File: src/rtl/tseq_pkg.sv
package tseq_pkg;

  // instruction word field positions
  localparam int OPC_W    = 7;
  localparam int RD_LSB   = 7;
  localparam int F3_LSB   = 12;
  localparam int F3_W     = 3;
  localparam int RS1_LSB  = 15;
  localparam int RS2_LSB  = 20;
  localparam int ALT_BIT  = 30;

  // opcode values
  localparam logic [OPC_W-1:0] OPC_REG   = 7'b0110011;
  localparam logic [OPC_W-1:0] OPC_IMM   = 7'b0010011;
  localparam logic [OPC_W-1:0] OPC_LOAD  = 7'b0000011;
  localparam logic [OPC_W-1:0] OPC_STORE = 7'b0100011;

  typedef enum logic [2:0] {
    IC_REG   = 3'd0,
    IC_IMM   = 3'd1,
    IC_LOAD  = 3'd2,
    IC_STORE = 3'd3,
    IC_MISC  = 3'd4
  } icls_e;

  typedef enum logic [1:0] {
    RF_NONE = 2'd0,
    RF_SRC1 = 2'd1,
    RF_SRC2 = 2'd2,
    RF_DEST = 2'd3
  } rfsel_e;

endpackage

File: src/rtl/tseq_rst_sync.sv
module tseq_rst_sync #(
  parameter int STAGES = 2
) (
  input  logic clk,
  input  logic rst_n,
  output logic rst_sync_n
);
  logic [STAGES-1:0] chain_q;

  always_ff @(posedge clk or negedge rst_n) begin
    if (!rst_n) chain_q <= '0;
    else        chain_q <= {chain_q[STAGES-2:0], 1'b1};
  end

  assign rst_sync_n = chain_q[STAGES-1];
endmodule

File: src/rtl/tseq_class_dec.sv
module tseq_class_dec
  import tseq_pkg::*;
(
  input  logic [OPC_W-1:0] opcode,
  output icls_e            cls,
  output logic             is_mem
);
  always_comb begin
    case (opcode)
      OPC_REG:   cls = IC_REG;
      OPC_IMM:   cls = IC_IMM;
      OPC_LOAD:  cls = IC_LOAD;
      OPC_STORE: cls = IC_STORE;
      default:   cls = IC_MISC;
    endcase
  end

  assign is_mem = (cls == IC_LOAD) || (cls == IC_STORE);
endmodule

File: src/rtl/tseq_step_ctr.sv
module tseq_step_ctr #(
  parameter int STEP_W = 3
) (
  input  logic              clk,
  input  logic              rst_n,
  input  logic              seq_clr,
  input  logic              adv,
  input  logic              wrap,
  output logic [STEP_W-1:0] step
);
  logic [STEP_W-1:0] step_q, step_nxt;
  logic              step_en;

  always_comb begin
    step_en  = seq_clr | wrap | adv;
    step_nxt = step_q;
    if (seq_clr || wrap) step_nxt = '0;
    else if (adv)        step_nxt = step_q + 1'b1;
  end

  always_ff @(posedge clk or negedge rst_n) begin
    if (!rst_n)       step_q <= '0;
    else if (step_en) step_q <= step_nxt;
  end

  assign step = step_q;


  clr_to_zero_chk: assert property (@(posedge clk) disable iff (!rst_n)
    seq_clr |=> (step == '0));
endmodule

File: src/rtl/tseq_ctl_dec.sv
module tseq_ctl_dec
  import tseq_pkg::*;
#(
  parameter int XLEN     = 32,
  parameter int STEP_W   = 3,
  parameter int RF_AW    = 5,
  parameter int FN_W     = 4,
  parameter int SIZE_W   = 2,
  parameter int WORD_SZ  = 2
) (
  input  logic [STEP_W-1:0] step,
  input  icls_e             cls,
  input  logic              is_mem,
  input  logic [XLEN-1:0]   iword,
  input  logic              seq_clr,
  input  logic              irq,
  input  logic              instr_ok,
  input  logic              bus_ack,
  output rfsel_e            rf_sel,
  output logic [RF_AW-1:0]  rf_addr,
  output logic              rf_we,
  output logic              imm_sel,
  output logic              alu_en,
  output logic [FN_W-1:0]   alu_fn,
  output logic              bus_req,
  output logic              bus_src,
  output logic              bus_prog,
  output logic [SIZE_W-1:0] bus_size,
  output logic              bus_we,
  output logic              pf_load,
  output logic              ir_load,
  output logic              pc_inc,
  output logic              adv,
  output logic              wrap
);
  localparam logic [STEP_W-1:0] S0 = STEP_W'(0);
  localparam logic [STEP_W-1:0] S1 = STEP_W'(1);
  localparam logic [STEP_W-1:0] S2 = STEP_W'(2);
  localparam logic [STEP_W-1:0] S3 = STEP_W'(3);

  logic [RF_AW-1:0] f_rs1, f_rs2, f_rd;
  logic [F3_W-1:0]  f_fn3;
  logic             alt_use;
  logic [FN_W-1:0]  arith_fn;

  assign f_rs1    = iword[RS1_LSB +: RF_AW];
  assign f_rs2    = iword[RS2_LSB +: RF_AW];
  assign f_rd     = iword[RD_LSB  +: RF_AW];
  assign f_fn3    = iword[F3_LSB  +: F3_W];
  assign alt_use  = (cls == IC_REG) || ((cls == IC_IMM) && (f_fn3 == 3'b101));
  assign arith_fn = FN_W'({iword[ALT_BIT] & alt_use, f_fn3});

  always_comb begin
    rf_sel   = RF_NONE;
    rf_addr  = '0;
    rf_we    = 1'b0;
    imm_sel  = 1'b0;
    alu_en   = 1'b0;
    alu_fn   = '0;
    bus_req  = 1'b0;
    bus_src  = 1'b0;
    bus_prog = 1'b0;
    bus_size = '0;
    bus_we   = 1'b0;
    pf_load  = 1'b0;
    ir_load  = 1'b0;
    pc_inc   = 1'b0;
    adv      = 1'b0;
    wrap     = 1'b0;
    if (!seq_clr) begin
      case (step)
        S0: begin
          if (!irq && instr_ok) begin
            rf_sel  = RF_SRC1;
            rf_addr = f_rs1;
            adv     = 1'b1;
            if (!is_mem) begin
              bus_req  = 1'b1;
              bus_prog = 1'b1;
              bus_size = SIZE_W'(WORD_SZ);
            end
          end
        end
        S1: begin
          if (is_mem) begin
            bus_req  = 1'b1;
            bus_src  = 1'b1;
            bus_size = iword[F3_LSB +: SIZE_W];
            bus_we   = (cls == IC_STORE);
            alu_en   = 1'b1;
            imm_sel  = 1'b1;
            if (cls == IC_STORE) begin
              rf_sel  = RF_SRC2;
              rf_addr = f_rs2;
            end
            adv = bus_ack;
          end else begin
            bus_req  = 1'b1;
            bus_prog = 1'b1;
            bus_size = SIZE_W'(WORD_SZ);
            pf_load  = bus_ack;
            adv      = bus_ack;
            if (cls != IC_MISC) begin
              alu_en  = 1'b1;
              alu_fn  = arith_fn;
              imm_sel = (cls == IC_IMM);
              if (cls == IC_REG) begin
                rf_sel  = RF_SRC2;
                rf_addr = f_rs2;
              end
            end
          end
        end
        S2: begin
          if (is_mem) begin
            bus_req  = 1'b1;
            bus_prog = 1'b1;
            bus_size = SIZE_W'(WORD_SZ);
            pf_load  = bus_ack;
            adv      = bus_ack;
          end else begin
            adv = 1'b1;
            if (cls != IC_MISC) begin
              rf_sel  = RF_DEST;
              rf_addr = f_rd;
              rf_we   = 1'b1;
            end
          end
        end
        S3: begin
          pc_inc  = 1'b1;
          ir_load = 1'b1;
          wrap    = 1'b1;
          if (cls == IC_LOAD) begin
            rf_sel  = RF_DEST;
            rf_addr = f_rd;
            rf_we   = 1'b1;
          end
        end
        default: wrap = 1'b1;
      endcase
    end
  end


  data_never_prog_chk: assert final (!(bus_req && bus_src && bus_prog));
endmodule

File: src/rtl/tseq_top.sv
module tseq_top
  import tseq_pkg::*;
#(
  parameter int XLEN    = 32,
  parameter int STEP_W  = 3,
  parameter int RF_AW   = 5,
  parameter int FN_W    = 4,
  parameter int SIZE_W  = 2,
  parameter int WORD_SZ = 2
) (
  input  logic              clk,
  input  logic              rst_n,
  input  logic              seq_clr,
  input  logic              irq,
  input  logic              instr_ok,
  input  logic [XLEN-1:0]   iword,
  input  logic              bus_ack,
  output logic [STEP_W-1:0] step,
  output logic [1:0]        rf_sel,
  output logic [RF_AW-1:0]  rf_addr,
  output logic              rf_we,
  output logic              imm_sel,
  output logic              alu_en,
  output logic [FN_W-1:0]   alu_fn,
  output logic              bus_req,
  output logic              bus_src,
  output logic              bus_prog,
  output logic [SIZE_W-1:0] bus_size,
  output logic              bus_we,
  output logic              pf_load,
  output logic              ir_load,
  output logic              pc_inc
);
  localparam int LAST_STEP = 3;

  logic   rst_sync_n;
  icls_e  cls;
  rfsel_e rf_sel_e;
  logic   is_mem, adv, wrap;
  logic   unused_iword_bits;

  assign unused_iword_bits = ^{iword[XLEN-1:ALT_BIT+1], iword[ALT_BIT-1:RS2_LSB+RF_AW]};

  tseq_rst_sync #(.STAGES(2)) u_rst (
    .clk(clk), .rst_n(rst_n), .rst_sync_n(rst_sync_n)
  );

  tseq_class_dec u_cls (
    .opcode(iword[OPC_W-1:0]), .cls(cls), .is_mem(is_mem)
  );

  tseq_step_ctr #(.STEP_W(STEP_W)) u_ctr (
    .clk(clk), .rst_n(rst_sync_n), .seq_clr(seq_clr),
    .adv(adv), .wrap(wrap), .step(step)
  );

  tseq_ctl_dec #(
    .XLEN(XLEN), .STEP_W(STEP_W), .RF_AW(RF_AW),
    .FN_W(FN_W), .SIZE_W(SIZE_W), .WORD_SZ(WORD_SZ)
  ) u_dec (
    .step(step), .cls(cls), .is_mem(is_mem), .iword(iword),
    .seq_clr(seq_clr), .irq(irq), .instr_ok(instr_ok), .bus_ack(bus_ack),
    .rf_sel(rf_sel_e), .rf_addr(rf_addr), .rf_we(rf_we), .imm_sel(imm_sel),
    .alu_en(alu_en), .alu_fn(alu_fn), .bus_req(bus_req), .bus_src(bus_src),
    .bus_prog(bus_prog), .bus_size(bus_size), .bus_we(bus_we),
    .pf_load(pf_load), .ir_load(ir_load), .pc_inc(pc_inc),
    .adv(adv), .wrap(wrap)
  );

  assign rf_sel = rf_sel_e;


  step_range_chk: assert property (@(posedge clk) disable iff (!rst_sync_n)
    step <= STEP_W'(LAST_STEP));


  idle_hold_chk: assert property (@(posedge clk) disable iff (!rst_sync_n)
    (step == '0 && (irq || !instr_ok)) |=> (step == '0));


  start_adv_chk: assert property (@(posedge clk) disable iff (!rst_sync_n)
    (step == '0 && !seq_clr && !irq && instr_ok) |=> (step == STEP_W'(1)));


  fetch_stall_chk: assert property (@(posedge clk) disable iff (!rst_sync_n)
    (bus_req && bus_prog && !bus_ack && step != '0 && !seq_clr) |=> $stable(step));


  wrap_zero_chk: assert property (@(posedge clk) disable iff (!rst_sync_n)
    (ir_load && !seq_clr) |=> (step == '0));


  data_step_chk: assert property (@(posedge clk) disable iff (!rst_sync_n)
    (bus_req && !bus_prog) |-> (step == STEP_W'(1)));
endmodule

File: config.mk
export PLATFORM = sky130hd
export DESIGN_NAME = tseq_top
export DESIGN_NICKNAME = d
export VERILOG_FILES = /design/src/rtl/tseq_pkg.sv /design/src/rtl/tseq_rst_sync.sv /design/src/rtl/tseq_class_dec.sv /design/src/rtl/tseq_step_ctr.sv /design/src/rtl/tseq_ctl_dec.sv /design/src/rtl/tseq_top.sv
export SDC_FILE = /design/constraint.sdc
export NUM_CORES = 1
export LEC_CHECK = 0
export ABC_AREA = 1
export ABC_CLOCK_PERIOD_IN_PS = 3500
export CORE_MARGIN = 2
export CORE_UTILIZATION = 35
export CTS_BUF_LIST = sky130_fd_sc_hd__clkbuf_16
export CTS_CLUSTER_SIZE = 40
export DETAILED_ROUTE_END_ITERATION = 10
export DONT_BUFFER_PORTS = 1
export RECOVER_POWER = 100
export SYNTH_ARGS = -nofsm -noshare
export SYNTH_HDL_FRONTEND = slang
export SYNTH_SLANG_ARGS = --single-unit
File: constraint.sdc
create_clock -name clk -period 3.5 [get_ports clk]
set_input_delay 0.35 -clock clk [delete_from_list [all_inputs] [get_ports clk]]
set_output_delay 0.35 -clock clk [all_outputs]
set_load 0.02 [all_outputs]
==> summary.md <==
| Metric | Value |
|---|---|
| Outcome | `finished, final reports clean` |
| Via count of the first global-routing pass | `733` |
| Number of instances resized during post-cts repair | `0` |
| Row count | `17` |
| DRC violations left | `0` |
| Reported net switching power | `193 uW` |
| Layout Utilization | `40.2%` |
| Antenna violations before repair | `0` |
| Peak VDD IR | `0.000469 V` |
| Crit path arrival time | `2.23 ns` |
| Sw frac | `42.1%` |
| Per-instance average area after synthesis | `5.72 um2` |
| Smallest hold slack | `0.0374 ns` |
| Total core area | `2170 um2` |
| # nets final | `185` |
| Internal reg-to-reg setup slack | `1.67 ns` |
| Hold Vio Cnt, Final | `0` |
| I/O Buffers | `0` |
| Cell count after synthesis | `137` |
| Number of failing setup endpoints in the final timing report | `0` |
| Max H-tree Level | `1` |
| Cts bufs inserted | `3` |
| Share of power burned in registers | `20.3%` |
| Total detailed-routing wirelength | `1930 um` |
| Routability-driven placement congestion ratio | `0.762` |
| Placed wire-length estimate | `1640 um` |
| Drt first-iter violations | `9` |
| Tot GR Track Use | `14.7%` |
| Worst-case clock skew | `0.000769 ns` |
| Vertical die dimension | `51.3 um` |
| Slew Viols, Final | `0` |
| Synth Warn # | `0` |
| Cell area after synthesis | `783 um2` |
| Achievable clock frequency | `0.387 GHz` |
| Number of iterations in the first detailed-routing pass | `4` |
| Number of top-level pins | `64` |
| Shortest clock period the worst path allows after layout | `2.58 ns` |
| Kind of start point of the critical path | `flip-flop` |
| Area grow syn2layout | `11.3%` |
| Number of buffers between clock root and the deepest sink | `2` |
| Relative max-transition margin | `52.3%` |
| Number of antenna-violating nets in the routed design | `0` |
| Timing startpoint of the critical path | `u_ctr.step[0]` |
| Initial core utilization | `36.1%` |
| Clock sinks | `5` |
| Setup repair after global routing missed its margin | `false` |
| Slew at the pin closest to its max-slew limit | `0.713 ns` |
| Nature of the critical path endpoint | `primary output` |
| Number of vias after detailed routing | `809` |
| Clock transition at path regs | `0.03 ns` |
| # fillers | `257` |
| Maximum number of pins on one net before global-route repair | `10` |
| Overflow left after global routing | `0` |
| Static power due to leakage | `0.483 nW` |
| Cell-internal power | `266 uW` |
| Count of cell types in the netlist | `23` |
| X dimension of the die | `51.3 um` |
| Proportion of layout cells with a drive suffix above 1 | `9.22%` |
| Number of maximum-capacitance constraint violations | `0` |
| Clk network pwr share | `39.9%` |
| Clock root buffer | `sky130_fd_sc_hd__clkbuf_16` |
| Portion of the post-synthesis area used by sequential elements | `16.0%` |
| Overall die area | `2630 um2` |
| Type of the worst setup path | `reg -> out` |
| Reg2reg path depth | `10` |
| Total power divided by cell area | `526 nW/um2` |
| Data required time at the worst endpoint | `3.15 ns` |
| Number of flip-flops and latches in the synthesized netlist | `5` |
| Worst skew pair latency | `0.23 ns` |
| Average wire per cell in the routed design | `11.4 um` |
| Sum of negative setup slack | `0 ns` |
| Clock tree from TritonCTS | `built` |
| First-pass GRT wire length | `2970 um` |
| Critical-path maximum fanout | `7` |
| Inserted Diodes | `0` |
| Vias per inst | `4.79` |
| Final clock period utilization by the worst path | `73.9%` |
| Worst min-delay path category | `reg -> async` |
| Source of the worst register-to-register timing path | `u_ctr.step[1]` |
| Mapped Nets | `180` |
| Combinational fraction of design power | `39.7%` |
## kinds of logic (layout without fill, tap and decap cells)
| group | count (synthesis) | in the layout | share of synthesized area, % |
|---|---|---|---|
| buf+inv | 29 | 33 | 14.4 |
| simple gates | 85 | 85 | 53.0 |
| flops | 5 | 5 | 16.0 |
| compound gates | 12 | 12 | 8.15 |
| fa+ha+maj | 5 | 5 | 7.99 |
| other cells | 1 | 1 | 0.479 |
## cells in the final DEF (no fill, tap or decap)
cell                            count
sky130_fd_sc_hd__a21oi_1            8
sky130_fd_sc_hd__clkbuf_16          3
sky130_fd_sc_hd__conb_1             1
sky130_fd_sc_hd__dfrtp_1            5
sky130_fd_sc_hd__dlygate4sd3_1      1
sky130_fd_sc_hd__ha_1               5
sky130_fd_sc_hd__inv_1             27
sky130_fd_sc_hd__inv_2              2
sky130_fd_sc_hd__nand2_1           39
sky130_fd_sc_hd__nand2_2            4
sky130_fd_sc_hd__nand3_1           12
sky130_fd_sc_hd__nand3_2            1
sky130_fd_sc_hd__nand4_1            2
sky130_fd_sc_hd__nor2_1            17
sky130_fd_sc_hd__nor2_2             1
sky130_fd_sc_hd__nor2_8             1
sky130_fd_sc_hd__nor3_1             6
sky130_fd_sc_hd__nor3b_1            1
sky130_fd_sc_hd__o21ai_0            2
sky130_fd_sc_hd__o21ai_1            1
sky130_fd_sc_hd__o21ai_2            1
sky130_fd_sc_hd__or2_1              1
## critical path: stages (launching register included)
cell                      delay (ns)
sky130_fd_sc_hd__dfrtp_1        0.50
sky130_fd_sc_hd__inv_1          0.14
sky130_fd_sc_hd__ha_1           0.15
sky130_fd_sc_hd__inv_1          0.04
sky130_fd_sc_hd__nor2_1         0.18
sky130_fd_sc_hd__nand2_2        0.08
sky130_fd_sc_hd__nor2_1         0.32
sky130_fd_sc_hd__nand2_1        0.10
sky130_fd_sc_hd__nand2_1        0.09
sky130_fd_sc_hd__inv_1          0.04
sky130_fd_sc_hd__a21oi_1        0.38
## repair_timing
action,CTS,global route
hold endpoints to repair,2,0
hold buffers,1,0
setup buffers,0,0
## through the flow
stage	area, um2	instances	power (mW)	worst slack, ns
after global placement	811	164	0.291	1.42
after global routing	872	169	0.495	0.689
final	872	169	0.459	0.915
after detailed placement	811	164	0.295	1.39
after CTS	900	169	0.483	1.15
after floorplan	783	137	0.264	1.55
## layout make-up
class,count,area [um2],area share [%]
tap,28,35.0,4.02
multi-input combinational,103,518,59.4
clock inverter,1,3.75,0.430
timing repair buffer,1,10.0,1.15
clock buffer,3,75.1,8.61
inverter,28,105,12.1
sequential,5,125,14.3
## cells in the mapped netlist (all sizes together)
| cell | n | area, um2 |
|---|---|---|
| or2 | 1 | 6.26 |
| a21oi | 8 | 40.0 |
| nand2 | 43 | 186 |
| nor2 | 19 | 103 |
| dfrtp | 5 | 125 |
| nor3b | 1 | 7.51 |
| inv | 28 | 105 |
| buf | 1 | 7.51 |
| o21ai | 4 | 23.8 |
| nand4 | 2 | 12.5 |
| conb | 1 | 3.75 |
| nor3 | 6 | 30.0 |
| nand3 | 13 | 70.1 |
| ha | 5 | 62.6 |
## worst paths after layout
check	to
setup / recovery	rf_addr[4]
min in group clk	u_rst.chain_q[1]
hold / removal	u_ctr.step[0]
hold reg to reg	u_ctr.step[0]
setup reg to reg	u_ctr.step[0]
max in group asynchronous	u_rst.chain_q[0]
## power by group through the flow
| stage | clock, mW | sequential [mW] | combinational (mW) |
|---|---|---|---|
| CTS | 0.188 | 0.0943 | 0.202 |
| global route | 0.191 | 0.0969 | 0.208 |
| floorplan | 0 | 0.0899 | 0.174 |
| global placement | 0 | 0.0945 | 0.196 |
| detailed placement | 0 | 0.0950 | 0.200 |
| finish | 0.183 | 0.0933 | 0.182 |
## per-layer routing
metal,track usage [%],part of all wire (%)
met1,17.6,42
met2,24.9,50
met3,2.63,6.9
met4,7.46,0.88
met5,0,0
## registers in the layout, summed over array words and instances, names as in the netlist
| register | flops |
|---|---|
| u_ctr.step | 3 |
| u_rst.chain_q | 2 |
Power figures use the tool's default switching activity.
